## src/rtl/tpmove_pkg.sv

```systemverilog
package tpmove_pkg;
  typedef enum logic [1:0] {ST_IDLE, ST_RUN, ST_FIN} tpm_state_e;
  localparam int SIDE_SRC = 0;
  localparam int SIDE_DST = 1;
endpackage

```

## src/rtl/tpmove_remap.sv

```systemverilog
module tpmove_remap #(
  parameter int NREG = 128,
  localparam int RW = $clog2(NREG)
) (
  input  logic          clk,
  input  logic          rst_n,
  input  logic          we,
  input  logic [RW-1:0] wsel,
  input  logic          wact,
  input  logic [RW-1:0] wtgt,
  input  logic [RW-1:0] sel_a,
  input  logic [RW-1:0] sel_b,
  output logic [RW-1:0] map_a,
  output logic [RW-1:0] map_b
);
  logic          act_q [NREG];
  logic [RW-1:0] tgt_q [NREG];

  always_ff @(posedge clk) begin
    if (!rst_n) begin
      for (int k = 0; k < NREG; k++) act_q[k] <= 1'b0;
    end else if (we) begin
      act_q[wsel] <= wact;
    end
  end

  always_ff @(posedge clk) begin
    if (we) tgt_q[wsel] <= wtgt;
  end

  assign map_a = act_q[sel_a] ? tgt_q[sel_a] : sel_a;
  assign map_b = act_q[sel_b] ? tgt_q[sel_b] : sel_b;
endmodule

```

## src/rtl/tpmove_ffs.sv

```systemverilog
module tpmove_ffs #(
  parameter int W  = 64,
  parameter int IW = 7
) (
  input  logic [W-1:0]  mask,
  input  logic [IW-1:0] from,
  output logic          found,
  output logic [IW-1:0] pos
);
  always_comb begin
    found = 1'b0;
    pos   = '0;
    for (int b = W - 1; b >= 0; b--) begin
      if (mask[b] && (IW'(b) >= from)) begin
        found = 1'b1;
        pos   = IW'(b);
      end
    end
  end
endmodule

```

## src/rtl/tpmove_seq.sv

```systemverilog
module tpmove_seq #(
  parameter int NREG  = 128,
  parameter int XLEN  = 64,
  parameter int MAXVL = 64,
  localparam int RW = $clog2(NREG),
  localparam int LW = $clog2(MAXVL),
  localparam int IW = LW + 1
) (
  input  logic             clk,
  input  logic             rst_n,
  input  logic             start,
  input  logic [IW-1:0]    vlen,
  input  logic [RW-1:0]    src_reg,
  input  logic [RW-1:0]    dst_reg,
  input  logic             src_vec,
  input  logic             dst_vec,
  input  logic             src_pen,
  input  logic             dst_pen,
  input  logic [MAXVL-1:0] src_mask,
  input  logic [MAXVL-1:0] dst_mask,
  input  logic             src_zero,
  input  logic             dst_zero,
  input  logic             map_we,
  input  logic [RW-1:0]    map_sel,
  input  logic             map_act,
  input  logic [RW-1:0]    map_tgt,
  output logic [RW-1:0]    rd_idx,
  input  logic [XLEN-1:0]  rd_data,
  output logic             wr_en,
  output logic [RW-1:0]    wr_idx,
  output logic [XLEN-1:0]  wr_data,
  output logic             busy,
  output logic             done
);
  import tpmove_pkg::*;

  tpm_state_e state_q;
  logic [IW-1:0]    vl_q;
  logic [RW-1:0]    base_q  [2];
  logic [MAXVL-1:0] msk_q   [2];
  logic             vec_q   [2];
  logic             zer_q   [2];
  logic [IW-1:0]    idx_q   [2];

  logic [IW-1:0]    eff     [2];
  logic             ok      [2];
  logic             pbit    [2];
  logic [IW-1:0]    nxt     [2];

  logic [RW-1:0] map_src, map_dst;
  logic          in_run, stop, step, finish;

  tpmove_remap #(.NREG(NREG)) u_remap (
    .clk   (clk),
    .rst_n (rst_n),
    .we    (map_we),
    .wsel  (map_sel),
    .wact  (map_act),
    .wtgt  (map_tgt),
    .sel_a (src_reg),
    .sel_b (dst_reg),
    .map_a (map_src),
    .map_b (map_dst)
  );

  assign in_run = (state_q == ST_RUN);

  for (genvar g = 0; g < 2; g++) begin : g_side
    logic          scan, fnd;
    logic [IW-1:0] fpos;

    tpmove_ffs #(.W(MAXVL), .IW(IW)) u_ffs (
      .mask  (msk_q[g]),
      .from  (idx_q[g]),
      .found (fnd),
      .pos   (fpos)
    );

    assign scan    = vec_q[g] && !zer_q[g];
    assign eff[g]  = scan ? fpos : idx_q[g];
    assign ok[g]   = scan ? fnd : 1'b1;
    assign pbit[g] = msk_q[g][eff[g][LW-1:0]];
    assign nxt[g]  = eff[g] + (vec_q[g] ? IW'(1) : IW'(0));
  end

  assign stop = in_run && (!ok[SIDE_SRC] || !ok[SIDE_DST] ||
                           (eff[SIDE_SRC] >= vl_q) || (eff[SIDE_DST] >= vl_q));
  assign step = in_run && !stop;

  assign finish = stop ||
                  (step && ((!vec_q[SIDE_DST] && pbit[SIDE_DST]) ||
                            (!vec_q[SIDE_SRC] && !vec_q[SIDE_DST])));

  assign rd_idx  = base_q[SIDE_SRC] + RW'(eff[SIDE_SRC]);
  assign wr_idx  = base_q[SIDE_DST] + RW'(eff[SIDE_DST]);
  assign wr_en   = step && (pbit[SIDE_DST] || zer_q[SIDE_DST]);
  assign wr_data = (pbit[SIDE_DST] && !(zer_q[SIDE_SRC] && !pbit[SIDE_SRC]))
                   ? rd_data : '0;

  assign busy = (state_q != ST_IDLE);
  assign done = (state_q == ST_FIN);

  always_ff @(posedge clk) begin
    if (!rst_n) begin
      state_q <= ST_IDLE;
      vl_q    <= '0;
      for (int g = 0; g < 2; g++) begin
        base_q[g] <= '0;
        msk_q[g]  <= '0;
        vec_q[g]  <= 1'b0;
        zer_q[g]  <= 1'b0;
        idx_q[g]  <= '0;
      end
    end else begin
      case (state_q)
        ST_IDLE: begin
          if (start) begin
            vl_q             <= (vlen > IW'(MAXVL)) ? IW'(MAXVL) : vlen;
            base_q[SIDE_SRC] <= map_src;
            base_q[SIDE_DST] <= map_dst;
            msk_q[SIDE_SRC]  <= src_pen ? src_mask : '1;
            msk_q[SIDE_DST]  <= dst_pen ? dst_mask : '1;
            vec_q[SIDE_SRC]  <= src_vec;
            vec_q[SIDE_DST]  <= dst_vec;
            zer_q[SIDE_SRC]  <= src_zero;
            zer_q[SIDE_DST]  <= dst_zero;
            idx_q[SIDE_SRC]  <= '0;
            idx_q[SIDE_DST]  <= '0;
            state_q          <= (vlen == '0) ? ST_FIN : ST_RUN;
          end
        end
        ST_RUN: begin
          if (finish) begin
            state_q <= ST_FIN;
          end else begin
            idx_q[SIDE_SRC] <= nxt[SIDE_SRC];
            idx_q[SIDE_DST] <= nxt[SIDE_DST];
          end
        end
        default: state_q <= ST_IDLE;
      endcase
    end
  end
endmodule

```

## config.mk

```make
export PLATFORM = sky130hd
export DESIGN_NAME = tpmove_seq
export DESIGN_NICKNAME = d
export VERILOG_FILES = /design/src/rtl/tpmove_pkg.sv /design/src/rtl/tpmove_remap.sv /design/src/rtl/tpmove_ffs.sv /design/src/rtl/tpmove_seq.sv
export SDC_FILE = /design/constraint.sdc
export NUM_CORES = 2
export LEC_CHECK = 0
export CORE_MARGIN = 4
export CORE_UTILIZATION = 45
export DETAILED_ROUTE_END_ITERATION = 7
export GPL_TIMING_DRIVEN = 1
export SETUP_SLACK_MARGIN = 0.1
export SLEW_MARGIN = 20
export SYNTH_ARGS = -nofsm -noshare
export SYNTH_HDL_FRONTEND = slang
export SYNTH_SLANG_ARGS = --single-unit
```

## constraint.sdc

```tcl
create_clock -name clk -period 7.37 [get_ports clk]
set_input_delay 1.8425 -clock clk [delete_from_list [all_inputs] [get_ports clk]]
set_output_delay 1.8425 -clock clk [all_outputs]
set_load 0.01 [all_outputs]
```

Yosys cells after proc, flatten, opt, wreduce, memory -nomap -nowiden

Memories as Yosys holds them, arrays and structs flattened.
Cells that the tools add are included.

Register bits after elaboration: 9
Latch bits: 0
Bits in writable memories: 1184
Bits in read-only memories: 0
Input bits: 238
Output and inout port bits: 81
Logic and storage cells: 625
Memories kept: 7

Memories:

| name            | depth | width | read ports | clocked after Yosys merged registers in | wr ports | RTL line           | RTL |
|---|---|---|---|---|---|---|---|
| u_remap.tgt_q   | 128   | 7     | 2          | 0                                       | 1        | tpmove_remap.sv:17 | `logic [RW-1:0] tgt_q [NREG];` |
| msk_q           | 2     | 64    | 2          | 0                                       | 2        | tpmove_seq.sv:40   | `logic [MAXVL-1:0] msk_q [2];` |
| u_remap.act_q   | 128   | 1     | 2          | 0                                       | 128      | tpmove_remap.sv:16 | `logic act_q [NREG];` |
| base_q          | 2     | 7     | 2          | 0                                       | 2        | tpmove_seq.sv:39   | `logic [RW-1:0] base_q [2];` |
| idx_q           | 2     | 7     | 2          | 0                                       | 2        | tpmove_seq.sv:43   | `logic [IW-1:0] idx_q [2];` |
| vec_q           | 2     | 1     | 2          | 0                                       | 2        | tpmove_seq.sv:41   | `logic vec_q [2];` |
| 1 more memories | --    | --    | --         | --                                      | --       | --                 |  |

$add $sub $neg: 4
$mul: 0
Divide/modulo/power cells: 0
$lt $le $gt $ge: 133
Equality and inequality tests: 4
Shifts and indexed selects: 0
Mux-type cells: 304
Bitwise logic cells: 12
Reduce and logical (&&, ||, !) cells: 159

Operator list:

| cell                 | count |
|---|---|
| $mux W6              | 128 |
| $ge A6 B7 Y1 const A | 64 |
| $mux W64             | 5 |
| $ge A5 B7 Y1 const A | 32 |
| $mux W1              | 153 |
| $logic_and A1 B1 Y1  | 138 |
| $ge A4 B7 Y1 const A | 16 |
| $mux W7              | 12 |
| $ge A3 B7 Y1 const A | 8 |
| $ge A1 B7 Y1 const A | 4 |
| $ge A2 B7 Y1 const A | 4 |
| $add A7 B1 Y7        | 2 |
| $add A7 B7 Y7        | 2 |
| $ge A7 B7 Y1         | 2 |
| $lt A6 B7 Y1 const B | 2 |
| $bmux W1 S6          | 2 |
| $or A1 B1 Y1         | 12 |
| $logic_not A1 Y1     | 9 |
| $gt A7 B7 Y1 const B | 1 |
| $logic_not A7 Y1     | 1 |
| $logic_or A1 B1 Y1   | 6 |
| $mux W2              | 3 |
| $pmux W2 S2          | 1 |
| $reduce_and A2 Y1    | 2 |
| 7 further kinds      | 7 |

Logic depth before layout (Yosys ltp)

An unclocked memory read counts as a cell.

Word-level depth: 82
Gate-level depth with buffers: 26
Mapped depth without buffers: 21

By module

A second synthesis with hierarchy kept.

Cell total of the unflattened synthesis: 4659
Area total of the unflattened synthesis: 63737.4 um^2

By module, submodules not included:

| module                        | times used | cells each | area each (um^2) | sequential area each (um^2) |
|---|---|---|---|---|
| tpmove_remap                  | 1          | 2960       | 49396.1          | 29468.3 |
| tpmove_seq                    | 1          | 1001       | 9988.3           | 4984.8 |
| tpmove_ffs at g_side[1].u_ffs | 1          | 351        | 2207.1           | 0.0 |
| tpmove_ffs at g_side[0].u_ffs | 1          | 347        | 2145.8           | 0.0 |

Worst setup path after synthesis

No wires, ideal clock.

Path kind: register to output
Start point: mem idx_q[0][1]
End point: out wr_en
Data arrival time: 4.650 ns
Data required time: 5.528 ns
Slack: 0.878 ns
Cell stages (with the launch flop): 22
Path buffers: 3
Path through: edfxtp_1 > buf_2 > buf_2 > buf_2 > nor4_1 > nand3_1 > nand4_1 > a22oi_1 > or4_1 > o31ai_1 > inv_1 > ha_1 > nand2b_1 > a21o_1 > a21o_1 > a21o_1 > a21oi_1 > nor2b_1 > o21ai_0 > nand2_1 > or3_1 > a21oi_1

RTL lines:

| what        | RTL line         | RTL |
|---|---|---|
| from (decl) | tpmove_seq.sv:43 |  |
| to (decl)   | tpmove_seq.sv:29 | `output logic wr_en,` |

==> impl_metrics.env <==
export IMPL_synth_top_family_by_area="multiplexers"
export IMPL_vias_per_cell=6.36
export IMPL_synthXorXnorAreaFrac_pct=0.306
export IMPL_grt_start_max_net_pins=113
export IMPL_hold_slack_ps=494
export IMPL_ys_types=103
export IMPL_hold_viol_final=0
export IMPL_grt_usage_pct=26.8
export IMPL_route_final_wire_length_microns=198000
export IMPL_die_w_microns=382
export IMPL_drtIter0Drc=4525
export IMPL_start_util_pct=45.5
export IMPL_tightest_slew_ps=1130
export IMPL_yosysSeqAreaShare_pct=54.8
export IMPL_leakage_nw=24.7
export IMPL_tns_ps=0
export IMPL_num_rows=136
export IMPL_hold_buffers=0
export IMPL_drv_cap=0
export IMPL_setup_violations=0
export IMPL_crit_type="reg2out"
export IMPL_clk_path_buf_depth=3
export IMPL_dp_hpwl_microns=135000
export IMPL_layout_drive_gt1_share_pct=28.3
export IMPL_status="finished, final reports clean"
export IMPL_slew_viol_final=0
export IMPL_clkTransAtPathRegs_ps=60
export IMPL_final_common_cell="edfxtp_1"
export IMPL_synthAdderAreaFrac_pct=0.692
export IMPL_required_ps=5530
export IMPL_synth_mux_area_fraction_pct=24.6
export IMPL_num_nets_final=4883
export IMPL_synth_ff_type="edfxtp_1"
export IMPL_die_area_sq_mm=0.146
export IMPL_postSynthCellCount=4255
export IMPL_drcViolationCount=0
export IMPL_async_flop_share_pct=0
export IMPL_first_pass_iters=6
export IMPL_clock_sinks=1193
export IMPL_wire_per_inst_microns=30.0
export IMPL_clk_latency_ps=770
export IMPL_crit_chain="buf_12, nor2_1, buf_4, o211ai_1, o211ai_1, buf_4, nor4_1, a2111oi_2, a21o_1, nand2_1, a211oi_1, or4_4, nor4_4, buf_6, buf_12, buf_16, nor3b_1, dlygate4sd2_1"
export IMPL_grt_antenna_before_repair=14
export IMPL_layout_common_cells="1056 x edfxtp_1, 669 x mux4_2, 261 x nand2_1, 230 x clkdlybuf4s50_1, 215 x a21oi_1"
export IMPL_synth_seq_cells=1193
export IMPL_vias=42000
export IMPL_synth_nets=4525
export IMPL_crit_path_max_fanout=23
export IMPL_max_stage_delay_ps=650
export IMPL_skew_ps=37.6
export IMPL_cts_root_buf="clkbuf_16"
export IMPL_fin_crit_ps=7280
export IMPL_gp_congestion=0.984
export IMPL_ir_worst_vdd_mv=0.234
export IMPL_synth_warnings=0
export IMPL_nFillCells=11400
export IMPL_cp_slowest_cell="nor4_1"
export IMPL_start_kind="register"
export IMPL_cts_inserted_buffers=138
export IMPL_period_share_pct=98.8
export IMPL_grt_pass1_vias=42300
export IMPL_cellPowerDensity_mw_per_mm2=257
export IMPL_numPortBuffers=318
export IMPL_end_kind="primary output"
export IMPL_ant_nets=0
export IMPL_fmax_ghz=0.137
export IMPL_grt_overflow=0
export IMPL_avgSynthCellArea_sq_um=14.8
export IMPL_cp_data_arrival_time_ps=5440
export IMPL_cts_tree="done"
export IMPL_grt_pass1_wl_microns=291000
export IMPL_areaGrowthSynthToFinish_pct=18.6
export IMPL_core_area_sq_mm=0.138
export IMPL_worstHoldPathType="reg2reg"
export IMPL_synth_edf_count=1056
export IMPL_max_slew_margin_rel_pct=24.4
export IMPL_num_io_pins=319
export IMPL_h_tree_depth=4
export IMPL_netlist_area_sq_mm=0.0629
export IMPL_synth_simple_area_share_pct=6.45
export IMPL_die_h_microns=382
export IMPL_rsz0062_at_grt="true"
export IMPL_synth_compound_gate_area_share_pct=9.59
## sequential cells by signal (all words and copies together) (netlist names)
signal         flops
u_remap.tgt_q    896
msk_q            128
u_remap.act_q    128
base_q            14
idx_q             14
vl_q               7
state_q            2
vec_q              2
zer_q              2
## report_power, final
group	total, mW	switching [mW]	internal [mW]
sequential	7.77	0.206	7.56
combinational	4.43	2.45	1.99
clock	6.94	2.91	4.03
## per-layer routing
metal  global-route usage (%)  vias up  part of all wire [%]  wire length, microns
li1                         -    17900                     -                     -
met1                     35.1    21800                    40                 78000
met2                     45.2     1828                    50                 98000
met3                     4.53      399                   6.8                 13400
met4                     9.91        2                   4.1                  8100
met5                        0        -                0.0066                    13
## synth_stat cells, drive strengths merged, types with 14 or more instances
library cell / number / area share [%]
nand3: 50 / 0.41
a21oi: 227 / 1.8
a21o: 29 / 0.35
o211ai: 37 / 0.45
a221oi: 15 / 0.21
edfxtp: 1056 / 50
o21a: 20 / 0.24
nor3: 30 / 0.32
xnor2: 19 / 0.26
nand2: 265 / 1.6
and3: 15 / 0.15
mux2i: 31 / 0.49
mux4: 669 / 24
a21boi: 138 / 1.6
o21ai: 219 / 1.8
or2: 26 / 0.26
nor2b: 22 / 0.22
dfxtp: 137 / 4.4
inv: 209 / 1.2
nor2: 220 / 1.3
nand4: 14 / 0.14
nor4: 20 / 0.22
buf: 114 / 0.89
and2: 14 / 0.14
o221ai: 19 / 0.26
a31oi: 24 / 0.24
nand2b: 20 / 0.20
a211oi: 29 / 0.35
ha: 30 / 0.60
clkbuf: 237 / 1.4
nor3b: 75 / 0.90
## repair_timing
action	in CTS	in global routing
gates resized for setup	258	61
endpoints found under the setup margin	71	71
cloned	9	1
pin swaps	31	8
setup buffers	39	4
## logic make-up (layout without fill, tap and decap cells)
logic type | Yosys count | count (layout)
multiplexers | 710 | 710
other | 0 | 3
flip-flops | 1193 | 1193
buffers and inverters | 560 | 1032
AO/OA/AOI/OAI | 918 | 918
XOR/XNOR | 22 | 22
adder cells (fa/ha/maj) | 34 | 34
AND/OR/NAND/NOR | 818 | 818
## critical path: cells and delay by family (launching register included)
family | cells | cell delay, ps
AOI/OAI and AO/OA | 5 | 1130
buffers and inverters | 7 | 1330
DFF | 1 | 390
and+or+nand+nor | 6 | 1800
## path summary, 6_finish.rpt
path                 endpoint  depth (start not counted)        startpoint  slack, ps
max reg2reg       idx_q[0][0]                         22       idx_q[0][5]       1940
max                wr_data[8]                         18       idx_q[0][9]         90
min          u_remap.act_q[5]                          2  u_remap.act_q[5]        490
min reg2reg  u_remap.act_q[5]                          2  u_remap.act_q[5]        490
## layout make-up
cell class | count | area (sq um) | area share [%]
Clock buffer | 179 | 3760 | 5.04
Inverter | 209 | 795 | 1.07
Sequential cell | 1193 | 34500 | 46.2
Antenna cell | 3 | 7.51 | 0.0101
Timing Repair Buffer | 569 | 5610 | 7.52
Tap cell | 1863 | 2330 | 3.12
Multi-Input combinational cell | 2502 | 26800 | 35.9
Clock inverter | 75 | 855 | 1.15
## through the flow
step,setup slack (ps),std cells,area [sq um],utilization [%],power [mW]
floorplan,878,4255,62900,-,10.1
global placement,47.9,6283,68900,49.9,12.0
detailed placement,151,6283,68900,49.9,12.0
CTS,96.0,6585,74400,53.9,19.2
global route,-85.3,6591,74600,54.0,19.8
finish,85.8,6593,74600,54.0,19.1
No activity file was read; power rests on OpenSTA's default activity.
